**src/rtl/ptw_pkg.sv**
```systemverilog
// Package for the page table walker.
// Holds the fixed entry format constants and the walker state type.
// Assumes 64-bit entries whose address field ends at bit 39.
package ptw_pkg;

    localparam int ENTRY_W       = 64;
    localparam int PAGE_SHIFT    = 12;
    localparam int BLK_IDX_MIN   = 9;
    localparam int ENTRY_SHIFT   = 3;

    // Bit positions inside a table entry
    localparam int BIT_VALID     = 0;
    localparam int BIT_SYSTEM    = 1;
    localparam int BIT_SNOOP     = 2;
    localparam int BIT_READ      = 5;
    localparam int BIT_WRITE     = 6;
    localparam int FRAG_LSB      = 7;
    localparam int FRAG_W        = 5;

    typedef enum logic [2:0] {
        ST_IDLE     = 3'd0,
        ST_READ_PDE = 3'd1,
        ST_READ_PTE = 3'd2,
        ST_DONE     = 3'd3,
        ST_FAULT    = 3'd4
    } walk_state_t;

endpackage

```
**src/rtl/ptw_cfg_sel.sv**
```systemverilog
// Picks the walk settings for the requesting context.
// Context 0 has private depth and block-size settings; the other contexts
// share one set. The block size is clamped so the directory index keeps at
// least one bit. Assumes NUM_CTX >= 1.
module ptw_cfg_sel #(
    parameter int NUM_CTX = 16,
    parameter int CTX_W   = 4,
    parameter int VA_W    = 40,
    parameter int PA_W    = 40,
    parameter int BS_W    = 5
) (
    input  logic [CTX_W-1:0]              ctx,
    input  logic [NUM_CTX-1:0][PA_W-1:0]  ctx_base,
    input  logic                          cfg0_two_level,
    input  logic [BS_W-1:0]               cfg0_blk_size,
    input  logic                          cfgx_two_level,
    input  logic [BS_W-1:0]               cfgx_blk_size,
    output logic                          sel_two_level,
    output logic [BS_W-1:0]               sel_blk_size,
    output logic [PA_W-1:0]               sel_base
);
    import ptw_pkg::*;

    localparam int MAX_BS = VA_W - PAGE_SHIFT - BLK_IDX_MIN - 1;

    logic [BS_W-1:0] raw_bs;

    generate
        if (NUM_CTX > 1) begin : g_shared
            // Route context 0 to its own settings, every other context to the shared ones
            always_comb begin
                if (ctx == '0) begin
                    sel_two_level = cfg0_two_level;
                    raw_bs        = cfg0_blk_size;
                end else begin
                    sel_two_level = cfgx_two_level;
                    raw_bs        = cfgx_blk_size;
                end
            end
        end else begin : g_single
            logic unused_shared;
            assign unused_shared = ^{cfgx_two_level, cfgx_blk_size};
            // Only context 0 exists
            always_comb begin
                sel_two_level = cfg0_two_level;
                raw_bs        = cfg0_blk_size;
            end
        end
    endgenerate

    // Clamp the block size so the directory index stays non-empty
    always_comb begin
        if (raw_bs > BS_W'(MAX_BS)) sel_blk_size = BS_W'(MAX_BS);
        else                        sel_blk_size = raw_bs;
    end

    // Select the table base of the requesting context
    always_comb begin
        sel_base = ctx_base[ctx];
    end

endmodule

```
**src/rtl/ptw_addr_gen.sv**
```systemverilog
// Forms the byte address of the next entry to read.
// Directory reads index with the VA bits above the table index, table reads
// index with VA[PAGE_SHIFT+BLK_IDX_MIN+n-1:PAGE_SHIFT], single-level reads
// index with the whole page number. Assumes n is already clamped.
module ptw_addr_gen #(
    parameter int VA_W = 40,
    parameter int PA_W = 40,
    parameter int BS_W = 5
) (
    input  logic [VA_W-1:0] va,
    input  logic [PA_W-1:0] base,
    input  logic [PA_W-1:0] ptb,
    input  logic [BS_W-1:0] blk_size,
    input  logic            two_level,
    input  logic            read_pde,
    output logic [PA_W-1:0] entry_addr
);
    import ptw_pkg::*;

    localparam int IDX_W = VA_W - PAGE_SHIFT;

    logic [IDX_W-1:0] vpn;
    logic [IDX_W-1:0] dir_idx;
    logic [IDX_W-1:0] tbl_mask;
    logic [IDX_W-1:0] tbl_idx;
    logic [PA_W-1:0]  pde_addr;
    logic [PA_W-1:0]  pte_addr;

    // Split the virtual page number into directory and table indices
    always_comb begin
        vpn      = va[VA_W-1:PAGE_SHIFT];
        dir_idx  = vpn >> (BLK_IDX_MIN + int'(blk_size));
        tbl_mask = ~({IDX_W{1'b1}} << (BLK_IDX_MIN + int'(blk_size)));
        tbl_idx  = vpn & tbl_mask;
    end

    // Scale the indices to byte offsets and add the matching base
    always_comb begin
        pde_addr = base + (PA_W'(dir_idx) << ENTRY_SHIFT);
        if (two_level) pte_addr = ptb  + (PA_W'(tbl_idx) << ENTRY_SHIFT);
        else           pte_addr = base + (PA_W'(vpn) << ENTRY_SHIFT);
        entry_addr = read_pde ? pde_addr : pte_addr;
    end

endmodule

```
**src/rtl/ptw_fsm.sv**
```systemverilog
// Walk sequencer: accepts a request when idle, snapshots its settings,
// issues one entry read at a time and ends in a success or fault pulse.
// Assumes the memory returns exactly one response per accepted read.
module ptw_fsm #(
    parameter int VA_W = 40,
    parameter int PA_W = 40,
    parameter int BS_W = 5
) (
    input  logic                         clk,
    input  logic                         rst_n,
    input  logic                         req_valid,
    output logic                         req_ready,
    input  logic [VA_W-1:0]              req_va,
    input  logic                         sel_two_level,
    input  logic [BS_W-1:0]              sel_blk_size,
    input  logic [PA_W-1:0]              sel_base,
    output logic [VA_W-1:0]              va_q,
    output logic [PA_W-1:0]              base_q,
    output logic [BS_W-1:0]              blk_size_q,
    output logic                         two_level_q,
    output logic [PA_W-1:0]              ptb_q,
    output logic                         read_pde,
    input  logic [PA_W-1:0]              entry_addr,
    output logic                         mem_req_valid,
    input  logic                         mem_req_ready,
    output logic [PA_W-1:0]              mem_req_addr,
    input  logic                         mem_rsp_valid,
    input  logic [ptw_pkg::ENTRY_W-1:0]  mem_rsp_data,
    output logic                         res_valid,
    output logic                         res_fault,
    output logic                         res_fault_tbl,
    output logic [PA_W-ptw_pkg::PAGE_SHIFT-1:0] res_page,
    output logic [ptw_pkg::FRAG_W-1:0]   res_frag,
    output logic                         res_write,
    output logic                         res_read,
    output logic                         res_snoop,
    output logic                         res_system
);
    import ptw_pkg::*;

    localparam int PAGE_W = PA_W - PAGE_SHIFT;

    walk_state_t       state;
    logic              issued;
    logic              fault_tbl_q;
    logic [PAGE_W-1:0] page_q;
    logic [FRAG_W-1:0] frag_q;
    logic              wr_q, rd_q, snoop_q, sys_q;
    logic              rsp_take;

    logic unused_bits;
    assign unused_bits = ^{mem_rsp_data[ENTRY_W-1:PA_W], mem_rsp_data[4:3]};

    assign rsp_take = issued && mem_rsp_valid;

    // Main walk sequencer with request snapshot and entry capture
    always_ff @(posedge clk) begin
        if (!rst_n) begin
            state       <= ST_IDLE;
            issued      <= 1'b0;
            va_q        <= '0;
            base_q      <= '0;
            blk_size_q  <= '0;
            two_level_q <= 1'b0;
            ptb_q       <= '0;
            fault_tbl_q <= 1'b0;
            page_q      <= '0;
            frag_q      <= '0;
            wr_q        <= 1'b0;
            rd_q        <= 1'b0;
            snoop_q     <= 1'b0;
            sys_q       <= 1'b0;
        end else begin
            unique case (state)
                ST_IDLE: begin
                    issued <= 1'b0;
                    if (req_valid) begin
                        va_q        <= req_va;
                        base_q      <= sel_base;
                        blk_size_q  <= sel_blk_size;
                        two_level_q <= sel_two_level;
                        state       <= sel_two_level ? ST_READ_PDE : ST_READ_PTE;
                    end
                end
                ST_READ_PDE: begin
                    if (!issued && mem_req_ready) issued <= 1'b1;
                    if (rsp_take) begin
                        issued <= 1'b0;
                        if (mem_rsp_data[BIT_VALID]) begin
                            ptb_q <= {mem_rsp_data[PA_W-1:PAGE_SHIFT], {PAGE_SHIFT{1'b0}}};
                            state <= ST_READ_PTE;
                        end else begin
                            fault_tbl_q <= 1'b0;
                            state       <= ST_FAULT;
                        end
                    end
                end
                ST_READ_PTE: begin
                    if (!issued && mem_req_ready) issued <= 1'b1;
                    if (rsp_take) begin
                        issued  <= 1'b0;
                        page_q  <= mem_rsp_data[PA_W-1:PAGE_SHIFT];
                        frag_q  <= mem_rsp_data[FRAG_LSB+FRAG_W-1:FRAG_LSB];
                        wr_q    <= mem_rsp_data[BIT_WRITE];
                        rd_q    <= mem_rsp_data[BIT_READ];
                        snoop_q <= mem_rsp_data[BIT_SNOOP];
                        sys_q   <= mem_rsp_data[BIT_SYSTEM];
                        if (mem_rsp_data[BIT_VALID]) begin
                            state <= ST_DONE;
                        end else begin
                            fault_tbl_q <= 1'b1;
                            state       <= ST_FAULT;
                        end
                    end
                end
                ST_DONE:  state <= ST_IDLE;
                ST_FAULT: state <= ST_IDLE;
                default:  state <= ST_IDLE;
            endcase
        end
    end

    // Handshake and memory port outputs derived from the state
    always_comb begin
        req_ready     = (state == ST_IDLE);
        read_pde      = (state == ST_READ_PDE);
        mem_req_valid = ((state == ST_READ_PDE) || (state == ST_READ_PTE)) && !issued;
        mem_req_addr  = entry_addr;
    end

    // Result outputs, fields only shown on a successful walk
    always_comb begin
        res_valid     = (state == ST_DONE) || (state == ST_FAULT);
        res_fault     = (state == ST_FAULT);
        res_fault_tbl = (state == ST_FAULT) && fault_tbl_q;
        if (state == ST_DONE) begin
            res_page   = page_q;
            res_frag   = frag_q;
            res_write  = wr_q;
            res_read   = rd_q;
            res_snoop  = snoop_q;
            res_system = sys_q;
        end else begin
            res_page   = '0;
            res_frag   = '0;
            res_write  = 1'b0;
            res_read   = 1'b0;
            res_snoop  = 1'b0;
            res_system = 1'b0;
        end
    end

    // A stalled read keeps its request and address
    assert_req_hold_R9: assert property (@(posedge clk) disable iff (!rst_n)
        (mem_req_valid && !mem_req_ready) |=> (mem_req_valid && $stable(mem_req_addr)));

    // No read is requested while a result is presented
    assert_no_read_at_result_R9: assert property (@(posedge clk) disable iff (!rst_n)
        res_valid |-> !mem_req_valid);

    // The result lasts exactly one cycle
    assert_result_pulse_R10: assert property (@(posedge clk) disable iff (!rst_n)
        res_valid |=> !res_valid);

    // No request is taken during the result pulse
    assert_busy_at_result_R10: assert property (@(posedge clk) disable iff (!rst_n)
        res_valid |-> !req_ready);

    // An invalid directory entry leads straight to a directory fault
    assert_pde_fault_R6: assert property (@(posedge clk) disable iff (!rst_n)
        (read_pde && rsp_take && !mem_rsp_data[BIT_VALID])
            |=> (res_valid && res_fault && !res_fault_tbl));

    // An invalid table entry leads to a table fault
    assert_pte_fault_R7: assert property (@(posedge clk) disable iff (!rst_n)
        ((state == ST_READ_PTE) && rsp_take && !mem_rsp_data[BIT_VALID])
            |=> (res_valid && res_fault && res_fault_tbl));

endmodule

```
**src/rtl/gpu_pt_walker.sv**
```systemverilog
// Top of the page table walker: per-context setting selection, entry
// address formation and the walk sequencer. Assumes a read port that
// returns one response for each accepted request.
module gpu_pt_walker #(
    parameter int NUM_CTX = 16,
    parameter int CTX_W   = $clog2(NUM_CTX),
    parameter int VA_W    = 40,
    parameter int PA_W    = 40,
    parameter int BS_W    = 5
) (
    input  logic                         clk,
    input  logic                         rst_n,
    input  logic                         req_valid,
    output logic                         req_ready,
    input  logic [CTX_W-1:0]             req_ctx,
    input  logic [VA_W-1:0]              req_va,
    input  logic [NUM_CTX-1:0][PA_W-1:0] ctx_base,
    input  logic                         cfg0_two_level,
    input  logic [BS_W-1:0]              cfg0_blk_size,
    input  logic                         cfgx_two_level,
    input  logic [BS_W-1:0]              cfgx_blk_size,
    output logic                         mem_req_valid,
    input  logic                         mem_req_ready,
    output logic [PA_W-1:0]              mem_req_addr,
    input  logic                         mem_rsp_valid,
    input  logic [ptw_pkg::ENTRY_W-1:0]  mem_rsp_data,
    output logic                         res_valid,
    output logic                         res_fault,
    output logic                         res_fault_tbl,
    output logic [PA_W-ptw_pkg::PAGE_SHIFT-1:0] res_page,
    output logic [ptw_pkg::FRAG_W-1:0]   res_frag,
    output logic                         res_write,
    output logic                         res_read,
    output logic                         res_snoop,
    output logic                         res_system
);

    logic                 sel_two_level;
    logic [BS_W-1:0]      sel_blk_size;
    logic [PA_W-1:0]      sel_base;
    logic [VA_W-1:0]      va_q;
    logic [PA_W-1:0]      base_q;
    logic [BS_W-1:0]      blk_size_q;
    logic                 two_level_q;
    logic [PA_W-1:0]      ptb_q;
    logic                 read_pde;
    logic [PA_W-1:0]      entry_addr;

    ptw_cfg_sel #(
        .NUM_CTX(NUM_CTX), .CTX_W(CTX_W), .VA_W(VA_W), .PA_W(PA_W), .BS_W(BS_W)
    ) cfg_sel_i (
        .ctx            (req_ctx),
        .ctx_base       (ctx_base),
        .cfg0_two_level (cfg0_two_level),
        .cfg0_blk_size  (cfg0_blk_size),
        .cfgx_two_level (cfgx_two_level),
        .cfgx_blk_size  (cfgx_blk_size),
        .sel_two_level  (sel_two_level),
        .sel_blk_size   (sel_blk_size),
        .sel_base       (sel_base)
    );

    ptw_addr_gen #(
        .VA_W(VA_W), .PA_W(PA_W), .BS_W(BS_W)
    ) addr_gen_i (
        .va         (va_q),
        .base       (base_q),
        .ptb        (ptb_q),
        .blk_size   (blk_size_q),
        .two_level  (two_level_q),
        .read_pde   (read_pde),
        .entry_addr (entry_addr)
    );

    ptw_fsm #(
        .VA_W(VA_W), .PA_W(PA_W), .BS_W(BS_W)
    ) fsm_i (
        .clk           (clk),
        .rst_n         (rst_n),
        .req_valid     (req_valid),
        .req_ready     (req_ready),
        .req_va        (req_va),
        .sel_two_level (sel_two_level),
        .sel_blk_size  (sel_blk_size),
        .sel_base      (sel_base),
        .va_q          (va_q),
        .base_q        (base_q),
        .blk_size_q    (blk_size_q),
        .two_level_q   (two_level_q),
        .ptb_q         (ptb_q),
        .read_pde      (read_pde),
        .entry_addr    (entry_addr),
        .mem_req_valid (mem_req_valid),
        .mem_req_ready (mem_req_ready),
        .mem_req_addr  (mem_req_addr),
        .mem_rsp_valid (mem_rsp_valid),
        .mem_rsp_data  (mem_rsp_data),
        .res_valid     (res_valid),
        .res_fault     (res_fault),
        .res_fault_tbl (res_fault_tbl),
        .res_page      (res_page),
        .res_frag      (res_frag),
        .res_write     (res_write),
        .res_read      (res_read),
        .res_snoop     (res_snoop),
        .res_system    (res_system)
    );

endmodule

```
**config.mk**
```make
export PLATFORM = sky130hd
export DESIGN_NAME = gpu_pt_walker
export DESIGN_NICKNAME = d
export VERILOG_FILES = /design/src/rtl/ptw_pkg.sv /design/src/rtl/ptw_cfg_sel.sv /design/src/rtl/ptw_addr_gen.sv /design/src/rtl/ptw_fsm.sv /design/src/rtl/gpu_pt_walker.sv
export SDC_FILE = /design/constraint.sdc
export NUM_CORES = 1
export LEC_CHECK = 0
export BUFFER_PORTS_ARGS = -buffer_cell sky130_fd_sc_hd__buf_2
export CORE_AREA = 2 2 329 331
export DETAILED_ROUTE_END_ITERATION = 6
export DIE_AREA = 0 0 331 333
export SETUP_SLACK_MARGIN = 0.3
export SLEW_MARGIN = 10
export SYNTH_ARGS = -nofsm -noshare
export SYNTH_HDL_FRONTEND = slang
export SYNTH_SLANG_ARGS = --single-unit
```
**constraint.sdc**
```tcl
create_clock -name clk -period 10.4 [get_ports clk]
set_clock_uncertainty 0.1 [all_clocks]
set_input_delay 2.08 -clock clk [delete_from_list [all_inputs] [get_ports clk]]
set_output_delay 2.08 -clock clk [all_outputs]
set_load 0.03 [all_outputs]
```
==> qor.yml, run 1 <==
clock_tree:
  cts_resized: 0
  post_cts_buffers: 0
  cts-buffers-inserted: 17
  root_buffer: "clkbuf_16"
  ctsLongestPathBuffers: 2
  cts_tree: "yes"
  htreeDepth: 4
  clock-sinks: 144
  hold_buffers: 0
  clock_latency_ps: 490
  path_clk_slew_ps: 70
grt:
  grt_max_degree: 104
  antenna_found_initial: 62
  grt_pass1_wl_mm: 138
  grt-ovfl-total: 0
  grt_pass1_vias: 17900
  grt_usage_pct: 17.9
timing:
  fin_crit_sh_pct: 78.7
  final.min_clock_period_ps: 8180
  rsz0062_at_grt: "no"
  fmax_mhz: 122
  setup-violations-final: 0
  worst_pin_slew_ps: 1020
  timing.slew.headroom_pct: 31.8
  setup_tns_ps: 0
  finalHoldViolCount: 0
  slew_violations: 0
floorplan:
  die_width_um: 331
  dieHeight_um: 333
  start_util_pct: 15.4
  rows: 120
  core_um2: 107000
  ioPinCount: 847
  die_area_um2: 110000
routing:
  routedWlPerCell_um: 25.3
  drt-total-wl_mm: 103
  route.detailed.drc: 0
  vias_per_cell: 4.66
  drt-pass1-iter-count: 5
  detail_route.iter0.violations: 1823
  vias: 19000
  ant_nets: 0
power:
  power_frac_comb_pct: 47.0
  seqPwrFrac_pct: 26.9
  p_per_area_nw_per_um2: 110
  power_switching_mw: 1.10
  power_leakage_nw: 9.78
  clkPwrFrac_pct: 26.2
  p_int_mw: 1.38
  ir_worst_vdd_v: 0.0000968
  switching_share_pct: 44.3
synth:
  netlist_area_um2: 16400
  yosys.area.top_type: "mux4_2"
  synth_ff_type: "dfxtp_1"
  synth_cell_types: 85
  syn_nets: 2778
  synth_area_leaders: "mux4_2, dfxtp_1, nand2_1"
  synthesis.instances: 1940
  seq_area_frac_synth_pct: 17.5
  synth_top_area_share_pct: 18.8
  syn_area_per_cell_um2: 8.47
  ys_seq_elements: 144
  synth_edf_count: 0
  yosysWarnings: 0
  async_reset_ff_share_pct: 0
flow_run:
  cap_violations: 0
placed_design:
  numPortBuffers: 808
  placed_cells: 4023
  gp_congestion: 0.947
  place_hpwl_mm: 87.3
layout:
  nets: 3477
  fill_cells: 12000
  drive_gt1_share_pct: 40.4
  final_cells: 4081
  area_growth_pct: 37.0
critical_path:
  arrival_ps: 6000
  critPathRequiredTime_ps: 8220
  setup.worst_path.end_class: "primary output"
  path_class: "reg2out"
  worstPathMaxFanout: 23
  start_kind: "flip-flop"
hold_path:
  hp-class: "reg2reg"
outcome:
  outcome: "complete, no violations"
==> flip-flops by register name, indices dropped and copies added, names as in the netlist <==
register and cells:
fsm_i.va_q 28, fsm_i.frag_q 5, fsm_i.ptb_q 28, fsm_i.page_q 28
fsm_i.issued 1, fsm_i.snoop_q 1, fsm_i.two_level_q 1, fsm_i.rd_q 1
fsm_i.wr_q 1, fsm_i.sys_q 1, fsm_i.blk_size_q 5, fsm_i.fault_tbl_q 1
fsm_i.state 3, fsm_i.base_q 40
==> final timing paths <==
kind	from	to	slack (ps)	cells after the start
setup reg to reg	fsm_i.state[1]$_SDFFE_PN0P_	fsm_i.base_q[22]$_SDFFE_PN0P_	7430	5
hold / removal	fsm_i.frag_q[0]$_SDFFE_PN0P_	fsm_i.frag_q[0]$_SDFFE_PN0P_	360	2
hold reg to reg	fsm_i.frag_q[0]$_SDFFE_PN0P_	fsm_i.frag_q[0]$_SDFFE_PN0P_	360	2
setup / recovery	fsm_i.blk_size_q[0]$_SDFFE_PN0P_	mem_req_addr[34]	2220	17
==> cells in the final DEF (no fill, tap or decap), types with 7 or more instances in the layout <==
| master | instances |
|---|---|
| a21boi_0 | 100 |
| inv_1 | 26 |
| o22ai_1 | 42 |
| xor2_1 | 42 |
| o211a_1 | 10 |
| ha_1 | 70 |
| o211ai_1 | 12 |
| nand3_1 | 31 |
| a211oi_1 | 31 |
| nor2b_1 | 17 |
| a22oi_1 | 39 |
| mux4_2 | 137 |
| o21ai_0 | 96 |
| xnor2_1 | 31 |
| nand4_1 | 12 |
| a31oi_1 | 21 |
| diode_2 | 26 |
| buf_4 | 21 |
| mux2i_1 | 94 |
| nand2_1 | 272 |
| clkbuf_16 | 17 |
| mux2_2 | 41 |
| buf_2 | 805 |
| dfxtp_1 | 144 |
| nor2_1 | 127 |
| a21o_1 | 23 |
| o21a_1 | 12 |
| and3_1 | 19 |
| nand2b_1 | 15 |
| and4_1 | 7 |
| a21oi_1 | 117 |
| o21bai_1 | 10 |
| and2_1 | 54 |
| o21ai_1 | 11 |
| nor3_1 | 21 |
==> Yosys cell counts, types with 39 or more instances <==
cell and n:
dfxtp_1 144, ha_1 70, xor2_1 42, mux2_2 41
and2_1 55, clkbuf_1 111, nand2_1 274, o21ai_0 96
a21boi_0 100, nor2_1 127, mux2i_1 94, mux4_2 137
a21oi_1 117, o22ai_1 42, a22oi_1 39
==> power groups by stage <==
stage	Sequential [mW]	Combinational (mW)	Clock (mW)
finish	0.668	1.17	0.651
global route	0.673	1.25	0.701
CTS	0.670	1.17	0.683
detailed placement	0.683	1.16	0
global placement	0.683	1.16	0
floorplan	0.629	0.691	0
==> cell families after synthesis <==
kind of cell	synth area share, %
compound gates	23.9
xor+xnor	3.89
fa+ha+maj	5.69
buf+inv	4.30
flops	17.5
mux	27.4
simple gates	17.3
==> routing by layer <==
layer / share of wire [%] / vias to the layer above / GRT usage, %
met5: 0.22 / - / 0
met4: 1.6 / 38 / 3.52
met3: 11 / 143 / 5.81
met2: 46 / 1015 / 29.0
met1: 41 / 9059 / 23.2
li1: - / 8743 / -
==> layout make-up <==
class                           instances  area (um2)  share of cell area [%]
Clock buffer                           18         439                    1.95
Multi-Input combinational cell       1619       12900                    57.2
Sequential cell                       144        2880                    12.8
Inverter                               28         105                   0.467
Tap cell                             1403        1760                    7.80
Timing Repair Buffer                  829        4230                    18.8
Antenna cell                           26        65.1                   0.289
Clock inverter                         14         149                   0.661
==> critical path, stage by stage (launching register included) <==
cell      delay [ps]
dfxtp_1         1000
nand3_1          450
xnor2_1          290
nand2_1          230
nand2_1           80
a31oi_1          200
ha_1             230
inv_1             70
fa_1             420
nand2b_1         190
a21oi_1          370
o211ai_1         260
a31oi_1          490
o21ai_0          180
xnor2_1          190
nor2_1            80
a311oi_1         490
buf_2            290
==> per-stage QoR <==
step / cell area [um2] / worst slack (ps) / hold slack, ps / power, mW / utilization [%]
floorplan: 16400 / 3610 / 339 / 1.32 / -
global placement: 21900 / 2860 / 348 / 1.84 / 20.5
detailed placement: 21900 / 2830 / 355 / 1.85 / 20.5
CTS: 22500 / 2260 / 366 / 2.52 / 21.1
global route: 22500 / 1810 / 388 / 2.63 / 21.1
finish: 22500 / 2220 / 361 / 2.49 / 21.1
Power figures use the tool's default switching activity.
==> inputs of run 2 (changes only) <==
==> constraint.sdc (replaced) <==
create_clock -name clk -period 7.7 [get_ports clk]
set_clock_uncertainty 0.1 [all_clocks]
set_input_delay 1.54 -clock clk [delete_from_list [all_inputs] [get_ports clk]]
set_output_delay 1.54 -clock clk [all_outputs]
set_load 0.03 [all_outputs]
==> run 2 against run 1 <==
Die area did not move. Sequential cell count did not move. Cell count barely moved. Global-route usage rose by 0.091 points. Largest cell class unchanged.
==> qor.yml, run 2 (synthesized netlist as in run 1, its figures left out) <==
critical_path:
  start_kind: "flip-flop"
  worstPathMaxFanout: 18  # -22%
  worstReg2RegEnd: "fsm_i.base_q[35]$_SDFFE_PN0P_"
  arrival_ps: 5460  # -540 ps
  path_class: "reg2out"
  critPathRequiredTime_ps: 6060  # -2160 ps
  reg2reg_from: "fsm_i.state[1]$_SDFFE_PN0P_"
  setup.worst_path.end_class: "primary output"
  r2r_slack_ps: 4860  # -2570 ps
  worst_r2r_path_depth: 5  # unchanged
routing:
  vias: 19100  # +0.69%
  drt-pass1-iter-count: 6  # +1
  vias_per_cell: 4.69  # +0.79%
  drt-total-wl_mm: 104  # +0.65%
  routedWlPerCell_um: 25.5  # +0.75%
  ant_nets: 0  # unchanged
  route.detailed.drc: 0  # unchanged
  detail_route.iter0.violations: 1694  # -7.1%
timing:
  timing.slew.headroom_pct: 31.2  # -0.61 points
  setup_tns_ps: 0  # unchanged
  fin_crit_sh_pct: 92.2
  setup-violations-final: 0  # unchanged
  slew_violations: 0  # unchanged
  worst_pin_slew_ps: 1030  # +8.05 ps
  final.min_clock_period_ps: 7100
  finalHoldViolCount: 0  # unchanged
  fmax_mhz: 141
  rsz0062_at_grt: "no"
power:
  ir_worst_vdd_v: 0.000123  # +27%
  p_per_area_nw_per_um2: 147  # +33%
  power_leakage_nw: 9.78  # about the same
layout:
  final_util_pct: 21.1  # about the same
  area_growth_pct: 36.9  # about the same
  drive_gt1_share_pct: 40.6  # +0.21 points
  top_register: "fsm_i.base_q"
  nets: 3484  # +0.20%
  final_common_cell: "buf_2"
  largest_reg_flops: 40  # unchanged
  final_cell_mix: "buf_2, nand2_1, dfxtp_1"
hold_path:
  hold_start: "fsm_i.rd_q$_SDFFE_PN0P_"
  hold_depth: 2  # unchanged
  worst_hold_path.endpoint: "fsm_i.rd_q$_SDFFE_PN0P_"
  hp-class: "reg2reg"
flow_run:
  cap_violations: 0  # unchanged
grt:
  grt_pass1_vias: 17900  # -0.13%
  antenna_found_initial: 67  # +8.1%
  grt_usage_pct: 18.0  # +0.091 points
  grt-ovfl-total: 0  # unchanged
  grt_max_degree: 77  # -26%
  grt_pass1_wl_mm: 139  # +0.59%
clock_tree:
  path_clk_slew_ps: 70  # about the same
  htreeDepth: 4  # unchanged
  root_buffer: "clkbuf_16"
  clock-sinks: 144  # unchanged
  cts_tree: "yes"
  clock_latency_ps: 490  # about the same
  hold_buffers: 0  # unchanged
  cts-buffers-inserted: 17  # unchanged
  post_cts_buffers: 0  # unchanged
  ctsLongestPathBuffers: 2  # unchanged
outcome:
  outcome: "complete, no violations"
placed_design:
  place_hpwl_mm: 88.0  # +0.70%
  gp_congestion: 0.935  # -1.3%
  numPortBuffers: 808  # unchanged
floorplan:
  dieHeight_um: 333  # unchanged
  core_um2: 107000  # unchanged
  die_area_um2: 110000  # unchanged
  ioPinCount: 847  # unchanged
  die_width_um: 331  # unchanged
  start_util_pct: 15.4  # unchanged
  rows: 120  # unchanged
[run 2: changes by cell type in the layout (fill, tap and decap cells not counted), sizes merged]
cell	before	now
buf	829	836
clkbuf	18	20
clkinv	7	3
clkinvlp	1	4
diode	26	16
inv	33	31
[run 2: per-layer routing]
metal	vias to the layer above	wire, um	global-route usage (%)
li1	8758	-	-
met1	9211	43900	23.1
met2	978	47400	28.8
met3	132	10500	6.10
met4	50	1760	4.40
met5	-	316	0
[run 2: layout make-up]
class,instances,area [um2]
Antenna cell,16,40.0
Clock buffer,20,437
Clock inverter,11,105
Fill cell,12000,84100
Inverter,28,105
Multi-Input combinational cell,1619,12900
Sequential cell,144,2890
Tap cell,1403,1760
Timing Repair Buffer,836,4270
[run 2: stage by stage]
| step | setup WS (ps) | total power [mW] | instances | area [um2] | hold slack [ps] |
|---|---|---|---|---|---|
| 2_1_floorplan | 1450 | 1.78 | 1940 | 16400 | 339 |
| 3_3_place_gp | 787 | 2.49 | 4030 | 21900 | 347 |
| 3_5_place_dp | 843 | 2.50 | 4030 | 21900 | 354 |
| 4_1_cts | 400 | 3.36 | 4061 | 22400 | 363 |
| 5_1_grt | 309 | 3.50 | 4069 | 22500 | 380 |
| 6_report | 602 | 3.31 | 4077 | 22500 | 358 |
[run 2: power breakdown]
group | leakage, nW | internal (mW) | switching [mW]
clock | 0.254 | 0.444 | 0.387
sequential | 1.18 | 0.795 | 0.109
combinational | 8.35 | 0.612 | 0.964
total | 9.78 | 1.85 | 1.46
[run 2: worst max path at each step]
stage | start | end
CTS | fsm_i.blk_size_q[1]$_SDFFE_PN0P_ | mem_req_addr[29]
global placement | fsm_i.blk_size_q[0]$_SDFFE_PN0P_ | mem_req_addr[29]
floorplan | fsm_i.blk_size_q[1]$_SDFFE_PN0P_ | mem_req_addr[33]
global route | fsm_i.blk_size_q[0]$_SDFFE_PN0P_ | mem_req_addr[37]
finish | fsm_i.blk_size_q[0]$_SDFFE_PN0P_ | mem_req_addr[37]
detailed placement | fsm_i.blk_size_q[0]$_SDFFE_PN0P_ | mem_req_addr[29]
[run 2: what timing repair did]
item | 4_1_cts | 5_1_grt
hold endpoints to repair | 0 | 0
resized for setup | 1 | 4
pin swaps | 0 | 1
endpoints found under the setup margin | 2 | 11
[run 2: critical path, stage by stage (launching register included)]
cell,delay [ps]
dfxtp_2,580
mux4_2,620
mux4_2,470
inv_1,60
o22ai_1,90
ha_1,250
fa_1,480
a211oi_2,280
o21ai_1,130
a31o_2,300
a2111oi_4,600
nor3b_2,220
a21boi_0,220
nor3_1,70
a211oi_1,300
buf_2,270
==> inputs of run 3 (changes only) <==
--- a/config.mk
+++ b/config.mk
@@ -6,9 +6,9 @@
 export NUM_CORES = 1
 export LEC_CHECK = 0
 export BUFFER_PORTS_ARGS = -buffer_cell sky130_fd_sc_hd__buf_2
-export CORE_AREA = 2 2 329 331
+export CORE_AREA = 2 2 331 333
 export DETAILED_ROUTE_END_ITERATION = 6
-export DIE_AREA = 0 0 331 333
+export DIE_AREA = 0 0 333 335
 export SETUP_SLACK_MARGIN = 0.3
 export SLEW_MARGIN = 10
 export SYNTH_ARGS = -nofsm -noshare
==> run 3 against run 2 <==
Worst setup slack got worse by 96 ps. Total power rose by 0.68%. Routed wire length rose by 0.58%. Cell count rose by 0.56%. Fmax fell by 1.3%. Highest routed layer unchanged. Non-clock buffer count fell by 1. Sequential cell count did not move. Combinational power barely moved. Sequential share of layout area barely moved. Critical path depth did not move. Global-route usage barely moved. Largest cell class unchanged.
==> qor.yml, run 3 (synthesized netlist as in run 1, its figures left out) <==
placed_design:
  numPortBuffers: 808  # unchanged
  placed_cells: 4040  # +0.25%
  preCtsSetupSlack_ps: 914  # +71.2 ps
  place_area_um2: 21900  # about the same
  gp_congestion: 0.963  # +3.0%
  place_hpwl_mm: 89.5  # +1.8%
timing:
  timing.slew.headroom_pct: 31.9  # +0.78 points
  finalHoldViolCount: 0  # unchanged
  setup-violations-final: 0  # unchanged
  worst_pin_slew_ps: 1020  # -11.7 ps
  fin_ws_ps: 506  # -95.5 ps
  timing.hold.ws_ps: 359  # +1.16 ps
  final.min_clock_period_ps: 7190  # +95.5 ps
  rsz0062_at_grt: "yes"
  slew_violations: 0  # unchanged
  setup_tns_ps: 0  # unchanged
  fmax_mhz: 139  # -1.3%
  fin_crit_sh_pct: 93.4  # +1.2 points
outcome:
  outcome: "complete, no violations"
critical_path:
  worstPathMaxFanout: 15  # -3
  setup.worst_path.end_class: "primary output"
  path_class: "reg2out"
  critPathRequiredTime_ps: 6060  # about the same
  reg2reg_from: "fsm_i.state[1]$_SDFFE_PN0P_"
  worstReg2RegEnd: "fsm_i.blk_size_q[1]$_SDFFE_PN0P_"
  r2r_slack_ps: 4790  # -70 ps
  arrival_ps: 5550  # +90 ps
  start_kind: "flip-flop"
  worst_r2r_path_depth: 5  # unchanged
routing:
  ant_nets: 0  # unchanged
  routedWlPerCell_um: 25.5  # about the same
  vias: 19200  # +0.36%
  route.detailed.drc: 0  # unchanged
  vias_per_cell: 4.68  # -0.21%
  detail_route.iter0.violations: 1378  # -19%
  drt-pass1-iter-count: 7  # +1
  drt-total-wl_mm: 104  # +0.58%
floorplan:
  die_area_um2: 112000  # +1.2%
  core_um2: 108000  # +1.4%
  start_util_pct: 15.2  # -0.21 points
  dieHeight_um: 335  # +0.60%
  ioPinCount: 847  # unchanged
  rows: 121  # +0.83%
  die_width_um: 333  # +0.60%
layout:
  fill_cells: 12200  # +2.1%
  final_area_um2: 22600  # +0.31%
  final_cells: 4100  # +0.56%
  final_cell_mix: "buf_2, nand2_1, dfxtp_1"
  drive_gt1_share_pct: 40.7  # +0.11 points
  largest_reg_flops: 40  # unchanged
  nets: 3483  # -0.029%
  top_register: "fsm_i.base_q"
  final_common_cell: "buf_2"
  area_growth_pct: 37.3
  final_util_pct: 20.9  # -0.23 points
power:
  total_power_mw: 3.33  # +0.68%
  ir_worst_vdd_v: 0.000131  # +7.0%
  p_per_area_nw_per_um2: 148  # +0.37%
  power_leakage_nw: 9.80  # +0.19%
grt:
  grt-ovfl-total: 0  # unchanged
  grt_pass1_wl_mm: 141  # +1.6%
  grt_max_degree: 77  # unchanged
  grt_usage_pct: 18.0  # -0.039 points
  antenna_found_initial: 60  # -10%
  grt_pass1_vias: 18300  # +2.1%
clock_tree:
  htreeDepth: 4  # unchanged
  root_buffer: "clkbuf_16"
  post_cts_buffers: 0  # unchanged
  cts-buffers-inserted: 17  # unchanged
  ctsLongestPathBuffers: 2  # unchanged
  clock-sinks: 144  # unchanged
  clock_latency_ps: 490  # about the same
  path_clk_slew_ps: 80  # about the same
  cts_tree: "yes"
hold_path:
  hold_start: "fsm_i.page_q[18]$_SDFFE_PN0P_"
  hp-class: "reg2reg"
  hold_depth: 2  # unchanged
  worst_hold_path.endpoint: "fsm_i.page_q[18]$_SDFFE_PN0P_"
flow_run:
  cap_violations: 0  # unchanged
==> run 3: area by class of cell <==
cell class	instances	area [um2]	area share, %
timing repair buffer	835	4270	18.9
antenna	28	70.1	0.310
sequential	144	2890	12.8
inverter	28	105	0.466
tap	1414	1770	7.84
clock inverter	15	151	0.671
clock buffer	17	425	1.88
multi-input combinational	1619	12900	57.1
==> run 3: power by group <==
part,total (mW),switching (mW),internal [mW]
clock,0.854,0.402,0.453
combinational,1.58,0.961,0.615
sequential,0.903,0.108,0.795
==> run 3: critical path, stage by stage (launching register included) <==
cell	delay, ps
dfxtp_2	530
mux4_2	610
mux4_2	480
inv_1	70
o22ai_1	110
ha_1	250
fa_1	470
a211oi_2	280
o21ai_1	120
a31o_2	300
a2111oi_4	660
nor3b_2	230
a21boi_0	230
nor3_1	60
a211oi_1	360
buf_2	280
==> run 3: repair_timing <==
| action | in CTS | in global routing |
|---|---|---|
| resized for setup | 0 | 5 |
| setup endpoints to repair | 0 | 12 |
| hold buffers | 0 | 0 |
==> run 3: worst max path at each step <==
stage                                                 from                to  slack [ps]  cells after the start
after CTS                 fsm_i.blk_size_q[1]$_SDFFE_PN0P_  mem_req_addr[37]         320                     19
after floorplan           fsm_i.blk_size_q[1]$_SDFFE_PN0P_  mem_req_addr[33]        1450                     16
after detailed placement  fsm_i.blk_size_q[1]$_SDFFE_PN0P_  mem_req_addr[37]         910                     19
final                     fsm_i.blk_size_q[0]$_SDFFE_PN0P_  mem_req_addr[37]         510                     15
after global placement    fsm_i.blk_size_q[0]$_SDFFE_PN0P_  mem_req_addr[37]         920                     15
after global routing      fsm_i.blk_size_q[0]$_SDFFE_PN0P_  mem_req_addr[37]         270                     16
==> run 3: per-layer routing <==
| layer | track usage (%) | up-vias | share of wire [%] |
|---|---|---|---|
| li1 | - | 8766 | - |
| met1 | 23.1 | 9311 | 42 |
| met2 | 28.7 | 952 | 45 |
| met3 | 6.64 | 126 | 10 |
| met4 | 3.71 | 42 | 1.7 |
| met5 | 0 | - | 0.25 |
